--- src/rtl/aif_pkg.sv ---
package aif_pkg;
  localparam int unsigned SW_N     = 5;
  localparam int unsigned DB_N     = 10;
  localparam int unsigned HDR_N    = 3;
  localparam int unsigned PKT_N    = HDR_N + 1 + DB_N;
  localparam int unsigned IDX_W    = $clog2(PKT_N);
  localparam int unsigned CA_SLOT  = 3;
  localparam int unsigned CTRL_ADDR = 8;
  localparam int unsigned CSUM_ADDR = 9;
  localparam int unsigned EN_BIT   = 5;
  localparam int unsigned REP_BIT  = 4;

  localparam logic [7:0] HDR_TYPE = 8'h84;
  localparam logic [7:0] HDR_VER  = 8'h01;
  localparam logic [7:0] HDR_LEN  = 8'h0A;
  localparam logic [7:0] CA_FULL  = 8'h13;

  // Speaker-allocation rewrite: any nonzero code becomes the eight-channel code.
  function automatic logic [7:0] ca_fix(logic [7:0] v);
    return (v != 8'h00) ? CA_FULL : 8'h00;
  endfunction

  // Two's-complement checksum over header plus stored payload (reserved bytes are zero).
  function automatic logic [7:0] pkt_csum(logic [SW_N*8-1:0] sw);
    logic [7:0] s;
    s = HDR_TYPE + HDR_VER + HDR_LEN;
    for (int k = 0; k < SW_N; k++) s = s + sw[k*8 +: 8];
    return 8'h00 - s;
  endfunction

  // Byte at stream position i.
  function automatic logic [7:0] pick_byte(logic [IDX_W-1:0] i,
                                           logic [SW_N*8-1:0] sw,
                                           logic [7:0] cs);
    logic [7:0] b;
    b = 8'h00;
    if (i == IDX_W'(0)) b = HDR_TYPE;
    else if (i == IDX_W'(1)) b = HDR_VER;
    else if (i == IDX_W'(2)) b = HDR_LEN;
    else if (i == IDX_W'(3)) b = cs;
    else begin
      for (int k = 0; k < SW_N; k++)
        if (i == IDX_W'(HDR_N + 1 + k)) b = sw[k*8 +: 8];
    end
    return b;
  endfunction
endpackage

--- src/rtl/aif_regbank.sv ---
module aif_regbank
  import aif_pkg::*;
#(
  parameter int unsigned ADDR_W = 4
) (
  input  logic              clk,
  input  logic              rst_n,
  input  logic              wr_en,
  input  logic [ADDR_W-1:0] wr_addr,
  input  logic [7:0]        wr_data,
  input  logic              en_clr,
  output logic [SW_N*8-1:0] sw_bytes,
  output logic              ctrl_en,
  output logic              ctrl_rep
);
  localparam logic [ADDR_W-1:0] CTRL_A = ADDR_W'(CTRL_ADDR);

  logic ctrl_hit;
  assign ctrl_hit = wr_en && (wr_addr == CTRL_A);

  for (genvar g = 0; g < SW_N; g++) begin : g_byte
    logic [7:0] q;
    logic       hit;
    logic [7:0] nxt;
    assign hit = wr_en && (wr_addr == ADDR_W'(g));
    if (g == CA_SLOT) begin : g_ca
      assign nxt = ca_fix(wr_data);
    end else begin : g_plain
      assign nxt = wr_data;
    end
    always_ff @(posedge clk or negedge rst_n) begin
      if (!rst_n)   q <= 8'h00;
      else if (hit) q <= nxt;
    end
    assign sw_bytes[g*8 +: 8] = q;
  end

  always_ff @(posedge clk or negedge rst_n) begin
    if (!rst_n) begin
      ctrl_en  <= 1'b0;
      ctrl_rep <= 1'b0;
    end else if (ctrl_hit) begin
      ctrl_en  <= wr_data[EN_BIT];
      ctrl_rep <= wr_data[REP_BIT];
    end else if (en_clr) begin
      ctrl_en  <= 1'b0;
    end
  end
endmodule

--- src/rtl/aif_checksum.sv ---
module aif_checksum
  import aif_pkg::*;
(
  input  logic [SW_N*8-1:0] sw_bytes,
  output logic [7:0]        csum
);
  assign csum = pkt_csum(sw_bytes);
endmodule

--- src/rtl/aif_streamer.sv ---
module aif_streamer
  import aif_pkg::*;
(
  input  logic              clk,
  input  logic              rst_n,
  input  logic              frame_tick,
  input  logic              ctrl_en,
  input  logic              ctrl_rep,
  input  logic [SW_N*8-1:0] sw_bytes,
  input  logic [7:0]        csum,
  output logic              launch,
  output logic              en_clr,
  output logic              pkt_last,
  output logic              out_valid,
  output logic              out_first,
  output logic [7:0]        out_data
);
  localparam logic [IDX_W-1:0] LAST_IDX = IDX_W'(PKT_N - 1);

  logic              busy;
  logic [IDX_W-1:0]  idx;
  logic [SW_N*8-1:0] snap_sw;
  logic [7:0]        snap_cs;

  assign launch   = frame_tick && ctrl_en && !busy;
  assign en_clr   = launch && !ctrl_rep;
  assign pkt_last = busy && (idx == LAST_IDX);

  always_ff @(posedge clk or negedge rst_n) begin
    if (!rst_n) begin
      busy    <= 1'b0;
      idx     <= '0;
      snap_sw <= '0;
      snap_cs <= 8'h00;
    end else if (launch) begin
      busy    <= 1'b1;
      idx     <= '0;
      snap_sw <= sw_bytes;
      snap_cs <= csum;
    end else if (busy) begin
      if (pkt_last) busy <= 1'b0;
      else          idx  <= idx + IDX_W'(1);
    end
  end

  assign out_valid = busy;
  assign out_first = busy && (idx == '0);
  assign out_data  = busy ? pick_byte(idx, snap_sw, snap_cs) : 8'h00;
endmodule

--- src/rtl/aif_pkt_builder.sv ---
module aif_pkt_builder
  import aif_pkg::*;
#(
  parameter int unsigned ADDR_W = 4
) (
  input  logic              clk,
  input  logic              rst_n,
  input  logic              wr_en,
  input  logic [ADDR_W-1:0] wr_addr,
  input  logic [7:0]        wr_data,
  input  logic [ADDR_W-1:0] rd_addr,
  output logic [7:0]        rd_data,
  input  logic              frame_tick,
  output logic              out_valid,
  output logic              out_first,
  output logic [7:0]        out_data
);
  logic [SW_N*8-1:0] sw_bytes;
  logic              ctrl_en, ctrl_rep;
  logic [7:0]        csum;
  logic              launch, en_clr, pkt_last;

  aif_regbank #(.ADDR_W(ADDR_W)) u_regs (
    .clk(clk), .rst_n(rst_n), .wr_en(wr_en), .wr_addr(wr_addr), .wr_data(wr_data),
    .en_clr(en_clr), .sw_bytes(sw_bytes), .ctrl_en(ctrl_en), .ctrl_rep(ctrl_rep)
  );

  aif_checksum u_csum (.sw_bytes(sw_bytes), .csum(csum));

  aif_streamer u_strm (
    .clk(clk), .rst_n(rst_n), .frame_tick(frame_tick), .ctrl_en(ctrl_en),
    .ctrl_rep(ctrl_rep), .sw_bytes(sw_bytes), .csum(csum), .launch(launch),
    .en_clr(en_clr), .pkt_last(pkt_last), .out_valid(out_valid),
    .out_first(out_first), .out_data(out_data)
  );

  always_comb begin
    rd_data = 8'h00;
    for (int k = 0; k < SW_N; k++)
      if (rd_addr == ADDR_W'(k)) rd_data = sw_bytes[k*8 +: 8];
    if (rd_addr == ADDR_W'(CTRL_ADDR)) begin
      rd_data[EN_BIT]  = ctrl_en;
      rd_data[REP_BIT] = ctrl_rep;
    end
    if (rd_addr == ADDR_W'(CSUM_ADDR)) rd_data = csum;
  end
endmodule

--- config.mk ---
export PLATFORM = sky130hd
export DESIGN_NAME = aif_pkt_builder
export DESIGN_NICKNAME = d
export VERILOG_FILES = /design/src/rtl/aif_pkg.sv /design/src/rtl/aif_regbank.sv /design/src/rtl/aif_checksum.sv /design/src/rtl/aif_streamer.sv /design/src/rtl/aif_pkt_builder.sv
export SDC_FILE = /design/constraint.sdc
export NUM_CORES = 1
export LEC_CHECK = 0
export ABC_AREA = 1
export BUFFER_PORTS_ARGS = -buffer_cell sky130_fd_sc_hd__buf_2
export CAP_MARGIN = 20
export CORE_ASPECT_RATIO = 1.75
export CORE_MARGIN = 2
export CORE_UTILIZATION = 45
export CTS_BUF_LIST = sky130_fd_sc_hd__clkbuf_16
export DETAILED_ROUTE_END_ITERATION = 8
export GPL_TIMING_DRIVEN = 0
export SYNTH_ARGS = -nofsm -noshare
export SYNTH_HDL_FRONTEND = slang
export SYNTH_HIERARCHICAL = 1
export SYNTH_SLANG_ARGS = --single-unit
--- constraint.sdc ---
create_clock -name clk -period 4.55 [get_ports clk]
set_clock_uncertainty 0.15 [all_clocks]
set_input_delay 0.455 -clock clk [delete_from_list [all_inputs] [get_ports clk]]
set_output_delay 0.455 -clock clk [all_outputs]
set_load 0.01 [all_outputs]
==> impl_results.md, run 1 <==
- Chip height: roughly 150 um
- Worst-skew pair later-pin latency: 0.34 ns
- Yosys Warn Count: 6
- Max clock buf depth: 2
- Final net count: 891
- Hold path start: wr_data[5]
- Core ar.: ~12,000 um2
- Crit start category: flip-flop
- Req. time, crit path: 3.94 ns
- Clock sink count: 88
- Die W: 89.61 um
- Routed WL: roughly 17,000 um
- Crit end category: output pin
- WHS: 0.2459 ns
- Worst Hold Depth: 3
- Filler cell count: 1,229
- Clk slew on worst S/H paths: 0.07 ns
- Cell leakage power: roughly 0.0037 uW
- Global route overflow: 0
- Top Ports: 38
- Initial core utilization: a little under half
- Max capacitance violation total: 0
- P per Cell Area: 700.9 nW/um2
- CP Class: flip-flop to output pin
- Rel. slew slack: 49.27%
- Min-Delay Path Class: input pin to flip-flop
- Initial DRC Count: about 320
- H-tree Lvls: 3
- Initial antenna violation count: 0
- First-pass GRT wire length: 26,570 um
- Unrepaired setup endpoints after global routing: no
- TritonCTS buffer count: 9
- Final GP Congestion: 0.9392
- Min Clock Period, post-route: 4.422 ns
- Fin. max-slew vios: 0
- Post-DRT Antenna Nets: 0
- Row count: 54
- CTS root buf: clkbuf_16
- Final setup TNS: 0 ns
- IO Port Bufs: 37
- All-layer global routing usage: between 20% and 30%
- Number of global-route vias before repair: 5,152
- Final setup viols: 0
- R2r setup slk: 0.91 ns
- R2R depth: 14
- Fin. Hold Viols: 0
- Arrival time at the worst endpoint: 3.82 ns
- Layout cells sized above 1: between 10% and 20%
- Pre-CTS setup slack: about 0.25 ns
- Total number of vias: 5,123
- Mean Syn Cell Area: 7.438 um2
- Remaining DRCs: 0
- DR vias/cell: 5.087
- Area growth syn-to-layout: 15.13%
- DP HPWL: approximately 13,000 um
- DRT Pass-1 Iters: 5
- Worst Max-Slew Pin Slew: between 0.7 and 0.8 ns
- VDD IR max: between 0.0004 and 0.0005 V
- Largest net degree at the start of global routing: between 50 and 60
- Final setup margin: about 0.13 ns
- Crit Reg-Reg Endpoint: u_strm/snap_cs[6]
- Tcrit/Tclk final: 97.19%
- Clock tree from TritonCTS: done
- Diode count: 0
- Worst Hold Path EP: u_regs/ctrl_en
- Die Footprint: 13,780 um2
- Fmax: 0.2261 GHz
- Routed len/inst: 16.77 um
- Mapped Area: 5772 um2
- Run status: finished clean
- Max FO, Critical Path: 5
- Reg-to-Reg Start: u_regs/g_byte[2].q[2]
- Syn Inst Count: 776
==> area by class of cell <==
class / instances / area (um2) / area share (%)
multi-input cells: 554 / 3033 / 45.64
inverters: 110 / 415.4 / 6.251
well taps: 168 / 210.2 / 3.163
plain buffers: 28 / 193.9 / 2.918
clock buffers: 9 / 225.2 / 3.389
clock inverters: 7 / 101.3 / 1.525
flip-flops and latches: 88 / 2211 / 33.27
repair buffers: 43 / 255.2 / 3.841
==> per-stage QoR <==
| step | util (%) | cell area, um2 | std cells | total power [uW] |
|---|---|---|---|---|
| finish | 53.16 | 6645 | 1007 | 4657 |
| global route | 53.16 | 6645 | 1007 | 5015 |
| CTS | 52.53 | 6566 | 1005 | 4348 |
| detailed placement | 49.70 | 6212 | 986 | 3511 |
| global placement | 49.46 | 6182 | 985 | 3431 |
| floorplan | - | 5787 | 780 | 2804 |
==> critical path, cell delays in order, from the launching register on <==
cell and delay [ns]:
dfrtp_2 0.44, buf_4 0.17, inv_1 0.06, fa_1 0.50, inv_1 0.05, fa_1 0.47
inv_1 0.05, fa_1 0.48, ha_4 0.29, a21o_1 0.17, nand2_1 0.06, nand3_1 0.12
inv_1 0.07, nand3_1 0.09, nand2_2 0.12, nand3_1 0.08, nand4_1 0.12, buf_2 0.13
==> where the power goes <==
group	switching [uW]	internal, uW
sequential	277	1070
clock	322	488
combinational	1470	1030
total	2070	2580
==> worst max path at each step <==
stage	startpoint	end	slack (ns)
after floorplan	u_regs/g_byte[2].q[2]	rd_data[6]	0.76
after global placement	u_regs/g_byte[3].q[1]	rd_data[7]	0.29
after detailed placement	u_regs/g_byte[3].q[1]	rd_data[7]	0.25
after CTS	u_regs/g_byte[2].q[2]	rd_data[6]	-0.02
after global routing	u_regs/g_byte[3].q[1]	rd_data[5]	0.008
final	u_regs/g_byte[3].q[1]	rd_data[7]	0.13
==> layout by cell type, fill, tap and decap left out, types with 5 or more instances in the layout <==
cell / n
buf_2: 41
buf_4: 13
buf_6: 7
clkbuf_1: 6
clkbuf_16: 9
conb_1: 5
dfrtp_1: 81
dfrtp_2: 7
fa_1: 19
ha_1: 14
inv_1: 98
inv_2: 11
nand2_1: 306
nand3_1: 64
nand3_2: 6
nand4_1: 14
nor2_1: 47
o21ai_0: 7
o21ai_1: 11
o21ai_2: 22
==> per-layer routing <==
layer	up-vias	wire length (um)	global-route usage, %
li1	2510	-	-
met1	2411	6504	29.67
met4	0	1242	17.13
met5	-	0	0
met2	144	8657	44.15
met3	58	482	2.845
==> registers in the layout, indices dropped and copies added (netlist names) <==
name              count
u_regs/ctrl_en        1
u_regs/ctrl_rep       1
u_regs/g_byte.q      33
u_strm/idx            4
u_strm/out_valid      1
u_strm/snap_cs        8
u_strm/snap_sw       40
==> repair_timing <==
action,4_1_cts,5_1_grt
pin swaps,0,2
resized for setup,2,12
endpoints found under the setup margin,3,4
hold endpoints to repair,30,0
hold buffers,1,0
buffers inserted,2,2
Note: power is estimated with default switching activity, not from simulation.
==> inputs of run 2 (changes only) <==
--- a/config.mk
+++ b/config.mk
@@ -5,7 +5,6 @@
 export SDC_FILE = /design/constraint.sdc
 export NUM_CORES = 1
 export LEC_CHECK = 0
-export ABC_AREA = 1
 export BUFFER_PORTS_ARGS = -buffer_cell sky130_fd_sc_hd__buf_2
 export CAP_MARGIN = 20
 export CORE_ASPECT_RATIO = 1.75
==> run 2 against run 1 <==
Non-clock buffer count is 14 higher. Critical endpoint is now rd_data[6]. Critical path depth decreased by 4. Global-route usage fell by 2.1 points. Cell count decreased by 22%. First-iteration DRC count fell by 46%. Combinational power grew 14%. Die area shrank 5.4%. Highest routed layer unchanged. Worst setup slack lost 0.12 ns. Synthesized area fell by 5.6%. Largest power group unchanged.
==> impl_results.md, run 2 <==
- Largest registers: u_strm/snap_sw: 40 flops, u_regs/g_byte.q: 33 flops, u_strm/snap_cs: 8 flops
- Row count: 53 (-1.9%)
- R2R depth: 13 (-1)
- Hold path start: wr_data[3]
- Fin. max-slew vios: 0 (unchanged)
- IO Port Bufs: 35 (-5.4%)
- Post-DRT Antenna Nets: 0 (unchanged)
- Die Footprint: 13,040 um2 (-5.4%)
- Routed len/inst: 18.50 um (+10%)
- Yosys Warn Count: 6 (unchanged)
- Layout cells sized above 1: 22.98% (+5.7 points)
- Overall Power: 4891 uW (+5.0%)
- Fmax: 0.2203 GHz (-2.6%)
- Most common cell after layout, fill and taps aside: nand2_1
- Pre-CTS setup slack: 0.1562 ns (-0.09503 ns)
- Worst-skew pair later-pin latency: 0.35 ns (about the same)
- Most frequent cells in the layout: nand2_1, dfrtp_1, inv_1, buf_2, mux2_2
- Initial antenna violation count: 0 (unchanged)
- Max capacitance violation total: 0 (unchanged)
- Min Clock Period, post-route: 4.540 ns (+0.1182 ns)
- Final setup margin: 0.009730 ns (-0.1182 ns)
- Mapped Area: 5450 um2 (-5.6%)
- Most flops, register: u_strm/snap_sw
- Diode count: 0 (unchanged)
- Routed WL: 14,450 um (-14%)
- Worst Hold Depth: 2 (-1)
- Non-Filler Instances: 781 (-22%)
- Max reg flops: 40 (unchanged)
- Final net count: 696 (-22%)
- Total number of vias: 4,274 (-17%)
- Fin. Hold Viols: 0 (unchanged)
- Crit start category: flip-flop
- Largest net degree at the start of global routing: 47 (-20%)
- Min-Delay Path Class: input pin to flip-flop
- Number of global-route vias before repair: 4,573 (-11%)
- Max FO, Critical Path: 4 (-1)
- Rel. slew slack: 60.37% (+11 points)
- R2r setup slk: 0.86 ns (-0.05 ns)
- Core ar.: 11,940 um2 (-4.5%)
- Worst Max-Slew Pin Slew: 0.5945 ns (-0.1637 ns)
- Arrival time at the worst endpoint: 3.94 ns (+0.12 ns)
- Initial core utilization: 45.66% (-0.52 points)
- DR vias/cell: 5.472 (+7.6%)
- Max clock buf depth: 2 (unchanged)
- Top Ports: 38 (unchanged)
- Area growth syn-to-layout: 15.38%
- Die W: 87.19 um (-2.7%)
- Post-Place Cells: 752 (-24%)
- Clock sink count: 88 (unchanged)
- Run status: finished clean
- Clk slew on worst S/H paths: 0.06 ns (about the same)
- DP HPWL: 11,390 um (-13%)
- DRT Pass-1 Iters: 5 (unchanged)
- TritonCTS buffer count: 9 (unchanged)
- Clock tree from TritonCTS: done
- Chip height: 149.6 um (-2.8%)
- Global route overflow: 0 (unchanged)
- Final setup viols: 0 (unchanged)
- All-layer global routing usage: 23.89% (-2.1 points)
- Remaining DRCs: 0 (unchanged)
- CP Class: flip-flop to output pin
- Syn Inst Count: 575 (-26%)
- Mean Syn Cell Area: 9.479 um2 (+27%)
- Worst Setup SP: u_regs/g_byte[3].q[1]
- P per Cell Area: 777.8 nW/um2 (+11%)
- Tcrit/Tclk final: 99.79% (+2.6 points)
- Crit end category: output pin
- Unrepaired setup endpoints after global routing: yes
- Reg-to-Reg Start: u_regs/g_byte[3].q[1]
- Req. time, crit path: 3.94 ns (about the same)
- Core Util, Final: 52.68% (-0.48 points)
- Final GP Congestion: 0.8437 (-10%)
- H-tree Lvls: 3 (unchanged)
- Initial DRC Count: 169 (-46%)
- First-pass GRT wire length: 23,320 um (-12%)
- Cell leakage power: 0.003116 uW (-15%)
- VDD IR max: 0.0004268 V (-8.8%)
- CTS root buf: clkbuf_16
==> run 2: area by class of cell <==
cell class,instances,area [um2]
Timing Repair Buffer,49,297.8
Inverter,61,229.0
Buffer,36,192.7
Sequential cell,88,2203
Clock inverter,7,93.84
Tap cell,137,171.4
Clock buffer,9,225.2
Multi-Input combinational cell,394,2875
Fill cell,1153,5648
==> run 2: through the flow <==
step,instance area [um2],hold slack (ns),TNS [ns]
after floorplan,5465,0.009409,0
after global placement,5812,0.3061,0
after detailed placement,5834,0.3097,0
after CTS,6203,0.2414,0
after global routing,6289,0.2599,-0.09748
final,6289,0.2507,0
==> run 2: report_power, final <==
| group | switching (uW) | total, uW | leakage, uW | internal [uW] |
|---|---|---|---|---|
| Clock | 319 | 801 | 0.000159 | 483 |
| Combinational | 1550 | 2840 | 0.00186 | 1290 |
| Sequential | 198 | 1250 | 0.00110 | 1060 |
| Total | 2060 | 4890 | 0.00312 | 2830 |
==> run 2: what timing repair did <==
item / 4_1_cts / 5_1_grt
endpoints found under the hold margin: 45 / 0
hold buffers: 1 / 0
pin swaps: 1 / 11
buffers inserted: 3 / 9
gates resized for setup: 5 / 6
endpoints found under the setup margin: 2 / 2
==> run 2: critical path: stages, from the launching register on <==
cell	delay [ns]
dfrtp_2	0.46
buf_4	0.17
fa_1	0.49
fa_1	0.50
inv_1	0.06
fa_2	0.41
ha_4	0.19
fa_2	0.37
a21o_1	0.20
a21oi_2	0.18
xnor2_2	0.16
a21oi_1	0.10
o31ai_1	0.10
buf_2	0.20
==> run 2: routing by layer <==
metal  GRT usage [%]  wire, um
met1           26.29      5374
met2           44.12      8009
met3           2.978       497
met4           11.62       566
met5               0         0
==> run 2: worst paths after layout <==
| path | end |
|---|---|
| min in group asynchronous | u_strm/snap_sw[14] |
| max in group asynchronous | u_strm/snap_sw[16] |
| min reg2reg | u_strm/snap_sw[26] |
| max reg2reg | u_strm/snap_cs[6] |
| max | rd_data[6] |
| min | u_regs/g_byte[0].q[3] |
